<file path="config.mk">
export PLATFORM = sky130hd
export DESIGN_NAME = hw_write_packer
export DESIGN_NICKNAME = d
export VERILOG_FILES = /design/src/rtl/hwp_pkg.sv /design/src/rtl/hwp_plan.sv /design/src/rtl/hwp_merge.sv /design/src/rtl/hw_write_packer.sv
export SDC_FILE = /design/constraint.sdc
export NUM_CORES = 1
export LEC_CHECK = 0
export BUFFER_PORTS_ARGS = -buffer_cell sky130_fd_sc_hd__buf_2
export CAP_MARGIN = 30
export CORE_UTILIZATION = 45
export DETAILED_ROUTE_END_ITERATION = 10
export PLACE_DENSITY_LB_ADDON = 0.1
export SETUP_SLACK_MARGIN = 0.4
export SLEW_MARGIN = 20
export SYNTH_ARGS = -nofsm -noshare
export SYNTH_HDL_FRONTEND = slang
export SYNTH_SLANG_ARGS = --single-unit
</file>
<file path="constraint.sdc">
create_clock -name clk -period 3 [get_ports clk]
set_clock_uncertainty 0.1 [all_clocks]
set_input_delay 0.3 -clock clk [delete_from_list [all_inputs] [get_ports clk]]
set_output_delay 0.3 -clock clk [all_outputs]
set_load 0.01 [all_outputs]
</file>
<file path="src/rtl/hwp_pkg.sv">
package hwp_pkg;

    typedef enum logic [2:0] {
        ST_IDLE     = 3'd0,
        ST_PLAN     = 3'd1,
        ST_FETCH_LO = 3'd2,
        ST_FETCH_HI = 3'd3,
        ST_READ     = 3'd4,
        ST_MERGE    = 3'd5,
        ST_WRITE    = 3'd6
    } hwp_state_e;

    typedef enum logic [1:0] {
        OP_NONE   = 2'd0,
        OP_SINGLE = 2'd1,
        OP_PAIR   = 2'd2
    } hwp_op_e;

endpackage

</file>
<file path="src/rtl/hwp_plan.sv">
module hwp_plan
    import hwp_pkg::*;
#(
    parameter int CNT_W = 16
) (
    input  logic             addr_odd,
    input  logic [CNT_W-1:0] remaining,
    output hwp_op_e          op
);

    localparam logic [CNT_W-1:0] ONE = CNT_W'(1);

    always_comb begin
        if (remaining == '0) begin
            op = OP_NONE;
        end else if (addr_odd || remaining == ONE) begin
            op = OP_SINGLE;
        end else begin
            op = OP_PAIR;
        end
    end

endmodule

</file>
<file path="src/rtl/hwp_merge.sv">
module hwp_merge (
    input  logic        hi_lane,
    input  logic [7:0]  new_byte,
    input  logic [15:0] old_half,
    output logic [15:0] merged
);

    always_comb begin
        if (hi_lane) begin
            merged = {new_byte, old_half[7:0]};
        end else begin
            merged = {old_half[15:8], new_byte};
        end
    end

endmodule

</file>
<file path="src/rtl/hw_write_packer.sv">
module hw_write_packer
    import hwp_pkg::*;
#(
    parameter int ADDR_W = 16,
    parameter int CNT_W  = 16
) (
    input  logic              clk,
    input  logic              rst_n,
    input  logic              req_valid,
    output logic              req_ready,
    input  logic [ADDR_W-1:0] req_addr,
    input  logic [CNT_W-1:0]  req_count,
    output logic              req_done,
    input  logic              src_valid,
    output logic              src_ready,
    input  logic [7:0]        src_byte,
    output logic              rd_en,
    output logic [ADDR_W-1:0] rd_addr,
    input  logic [15:0]       rd_data,
    output logic              wr_valid,
    output logic [ADDR_W-1:0] wr_addr,
    output logic [15:0]       wr_data,
    input  logic              wr_done
);

    localparam logic [ADDR_W-1:0] A_ONE = ADDR_W'(1);
    localparam logic [ADDR_W-1:0] A_TWO = ADDR_W'(2);
    localparam logic [CNT_W-1:0]  C_ONE = CNT_W'(1);
    localparam logic [CNT_W-1:0]  C_TWO = CNT_W'(2);

    typedef struct packed {
        hwp_state_e        st;
        hwp_op_e           op;
        logic [ADDR_W-1:0] addr;
        logic [CNT_W-1:0]  cnt;
        logic [7:0]        lo;
        logic [15:0]       wdata;
        logic              done;
    } regs_t;

    regs_t   cur_q;
    regs_t   nxt_d;
    hwp_op_e plan_op;
    logic [15:0] merged;
    logic [ADDR_W-1:0] addr_step;
    logic [CNT_W-1:0]  cnt_step;

    hwp_plan #(.CNT_W(CNT_W)) u_plan (
        .addr_odd  (cur_q.addr[0]),
        .remaining (cur_q.cnt),
        .op        (plan_op)
    );

    hwp_merge u_merge (
        .hi_lane  (cur_q.addr[0]),
        .new_byte (cur_q.lo),
        .old_half (rd_data),
        .merged   (merged)
    );

    always_comb begin
        addr_step = (cur_q.op == OP_PAIR) ? A_TWO : A_ONE;
        cnt_step  = (cur_q.op == OP_PAIR) ? C_TWO : C_ONE;
    end

    always_comb begin
        nxt_d      = cur_q;
        nxt_d.done = 1'b0;
        src_ready  = 1'b0;
        rd_en      = 1'b0;
        wr_valid   = 1'b0;
        case (cur_q.st)
            ST_IDLE: begin
                if (req_valid) begin
                    nxt_d.addr = req_addr;
                    nxt_d.cnt  = req_count;
                    nxt_d.st   = ST_PLAN;
                end
            end
            ST_PLAN: begin
                nxt_d.op = plan_op;
                if (plan_op == OP_NONE) begin
                    nxt_d.done = 1'b1;
                    nxt_d.st   = ST_IDLE;
                end else begin
                    nxt_d.st = ST_FETCH_LO;
                end
            end
            ST_FETCH_LO: begin
                src_ready = 1'b1;
                if (src_valid) begin
                    nxt_d.lo = src_byte;
                    nxt_d.st = (cur_q.op == OP_PAIR) ? ST_FETCH_HI : ST_READ;
                end
            end
            ST_FETCH_HI: begin
                src_ready = 1'b1;
                if (src_valid) begin
                    nxt_d.wdata = {src_byte, cur_q.lo};
                    nxt_d.st    = ST_WRITE;
                end
            end
            ST_READ: begin
                rd_en    = 1'b1;
                nxt_d.st = ST_MERGE;
            end
            ST_MERGE: begin
                nxt_d.wdata = merged;
                nxt_d.st    = ST_WRITE;
            end
            ST_WRITE: begin
                wr_valid = 1'b1;
                if (wr_done) begin
                    nxt_d.addr = cur_q.addr + addr_step;
                    nxt_d.cnt  = cur_q.cnt - cnt_step;
                    nxt_d.st   = ST_PLAN;
                end
            end
            default: begin
                nxt_d.st = ST_IDLE;
            end
        endcase
    end

    always_ff @(posedge clk or negedge rst_n) begin
        if (!rst_n) begin
            cur_q <= '0;
        end else begin
            cur_q <= nxt_d;
        end
    end

    always_comb begin
        req_ready = (cur_q.st == ST_IDLE);
        req_done  = cur_q.done;
        rd_addr   = {cur_q.addr[ADDR_W-1:1], 1'b0};
        wr_addr   = {cur_q.addr[ADDR_W-1:1], 1'b0};
        wr_data   = cur_q.wdata;
    end

endmodule

</file>
==> impl_metrics.tcl <==
set metrics [dict create \
    outcome "completed" \
    start_kind "flip-flop" \
    period_needed_ps 2470 \
    clkPwrFrac_pct 17.4 \
    grt_pass1_wl_mm 15.7 \
    mostFrequentLayoutCell "buf_2" \
    nFillCells 826 \
    finalHoldViolCount 0 \
    hold_class "input port to flip-flop" \
    firstDrtPassIters 4 \
    p_comb_share_pct 47.8 \
    r2r_start "cur_q[58]$_DFFE_PN0P_" \
    rsz0062_at_grt "false" \
    clock_sinks 62 \
    met3_usage_pct 3.18 \
    final_cell_mix "buf_2 (111), dfrtp_1 (62), nand2_1 (44)" \
    cts_root_buf "clkbuf_8" \
    path_class "flip-flop to flip-flop" \
    cp.arrival_ps 2600 \
    drt_iter0_drc 142 \
    synthFlopType "dfrtp_1" \
    relSlewSlack_pct 46.7 \
    p_sw_w 0.00211 \
    ys_types 58 \
    grt.busiest_layer "met2" \
    n_antenna_cell 0 \
    synth_edf_count 0 \
    drv_slew 0 \
    die_h_um 96.8 \
    yosys_warnings 0 \
    h-tree-depth 3 \
    clkTransAtPathRegs_ps 80 \
    cts_buffers 9 \
    core.rowCount 34 \
    min_from "src_byte[4]" \
    hpwl_mm 6.85 \
    finalWirelength_mm 9.67 \
    syn2layout_area_growth_pct 14.3 \
    regArea_um2 1550 \
    period_share_pct 82.4 \
    cts_tree "yes" \
    drive_above_1_share_pct 29.9 \
    max_freq_mhz 404 \
    dieWidth_um 96.8 \
    port_buffers 111 \
    core-area_um2 8720 \
    synth_top_area_share_pct 38.4 \
    timing_worst_slew_pin_value_ps 799 \
    met2_usage_pct 32.6 \
    p_seq_share_pct 34.8 \
    clock_latency_ps 340 \
    dr_total_vias 3489 \
    syn_inst 465 \
    synthArstFlopShare_pct 100 \
    globalplace.congestion 0.834 \
    power_density_nw_per_um2 1050 \
    switching_share_pct 43.4 \
    grt_max_degree 39 \
    via_per_inst 5.46 \
    cp-startpoint "cur_q[58]$_DFFE_PN0P_" \
    hold_slack_ps 109 \
    pre_cts_ws_ps 335 \
    clk_path_buf_depth 2 \
    die-area_um2 9370 \
    grt_util_met1_pct 28.9 \
    netlist_area_um2 4040 \
    setup_tns_ps 0 \
    ys_ff_latch 62 \
    ir_drop_mv 0.424 \
    ios 114 \
    grt_usage_pct 20.6 \
    synth_area_leader_cell "dfrtp_1" \
    ys_seq_area_share_pct 38.4 \
    ant_nets 0 \
    multiInputGateArea_um2 1980 \
    grt_antenna_before_repair 0 \
    nets 593 \
    final_core_util_pct 53.0 \
    initial_core_util_pct 46.4 \
    critPathCaptureType "flip-flop" \
    worst-path-max-fanout 5 \
    fin_ws_ps 527 \
    p_leak_nw 2.22 \
    synth_area_leaders "dfrtp_1 (38%), buf_4 (8.9%), mux2i_1 (4.7%)" \
    drc 0 \
    drv_cap 0 \
    wl_per_cell_um 15.1 \
    overflow 0 \
    setup_violations 0 \
    power.internal_w 0.00275 \
    first_global_vias 3230 \
    critPathRequiredTime_ps 3130 \
    syn_avg_cell_area_um2 8.70 \
]
==> layout make-up <==
type	count	area share (%)
timing repair buffer	126	14.5
tap	108	2.92
clock buffer	11	3.06
inverter	16	1.30
clock inverter	5	1.79
sequential	62	33.6
multi-input combinational	311	42.9
==> repair_timing <==
item / CTS / global route
setup buffers: 0 / 2
pin swaps: 0 / 2
gates resized for setup: 2 / 1
endpoints found under the hold margin: 32 / 0
endpoints found under the setup margin: 1 / 1
hold buffers: 1 / 0
==> metrics by stage <==
| stage | area (µm²) | std cells | power, W |
|---|---|---|---|
| 2_1_floorplan | 4050 | 466 | 0.00363 |
| 3_3_place_gp | 4360 | 620 | 0.00395 |
| 3_5_place_dp | 4360 | 620 | 0.00401 |
| 4_1_cts | 4610 | 637 | 0.00488 |
| 5_1_grt | 4620 | 639 | 0.00523 |
| 6_report | 4620 | 639 | 0.00485 |
==> power groups by stage <==
stage	logic (W)	clock network, W	registers (W)
after floorplan	0.00208	0	0.00155
after global placement	0.00228	0	0.00167
after detailed placement	0.00232	0	0.00169
after CTS	0.00233	0.000858	0.00169
after global routing	0.00258	0.000896	0.00176
final	0.00232	0.000842	0.00169
==> logic make-up (layout without fill, tap and decap cells) <==
family	after synthesis	after routing	share of synthesized area (%)
AND/OR/NAND/NOR	150	150	19.3
AO/OA/AOI/OAI	125	125	19.6
multiplexers	28	28	7.21
adder cells (fa/ha/maj)	6	6	2.23
other	1	2	0.0927
flip-flops	62	62	38.4
buffers and inverters	93	158	13.2
==> synth_stat cells, drive strengths merged (3+ instances only) <==
master / n
mux2i: 19
buf: 56
nor2: 35
o22ai: 15
clkbuf: 21
nand2: 44
a2bb2oi: 10
inv: 16
or4b: 3
dfrtp: 62
and4: 3
o21ai: 30
nor3: 13
nand2b: 3
and3: 8
nor2b: 5
a211oi: 3
mux2: 9
a21oi: 38
a32oi: 3
nand4: 8
ha: 4
or4: 3
o311a: 3
nand3: 13
a31oi: 4
==> metal layers <==
layer | vias up | routed length (µm) | part of all wire (%)
li1 | 1749 | - | -
met1 | 1632 | 4670 | 48
met2 | 99 | 4480 | 46
met3 | 9 | 397 | 4.1
met4 | 0 | 116 | 1.2
met5 | - | 0 | 0
==> critical path, cell delays in order, from the launching register on <==
cell and delay, ps:
dfrtp_1 400, nand2b_2 140, ha_1 200, inv_1 60, fa_2 390, nor4_4 260, nand4_1 210, o311a_1 350
a311o_1 270
==> worst paths after layout <==
path                            slack [ps]  cells past startpoint                      to
worst min register to register         360                      1      req_done$_DFF_PN0_
worst max register to register         530                      8   cur_q[39]$_DFFE_PN0P_
max in group asynchronous             1580                      3   cur_q[58]$_DFFE_PN0P_
worst min-delay path                   110                      2   cur_q[21]$_DFFE_PN0P_
worst max-delay path                   530                      8   cur_q[39]$_DFFE_PN0P_
min in group asynchronous              480                      2  wr_data[2]$_DFFE_PN0P_
==> flip-flops by register name, summed over array words and instances (netlist names) <==
signal,count
rd_addr,15
cur_q,30
wr_data,16
req_done,1
(Power assumes the default switching activity.)
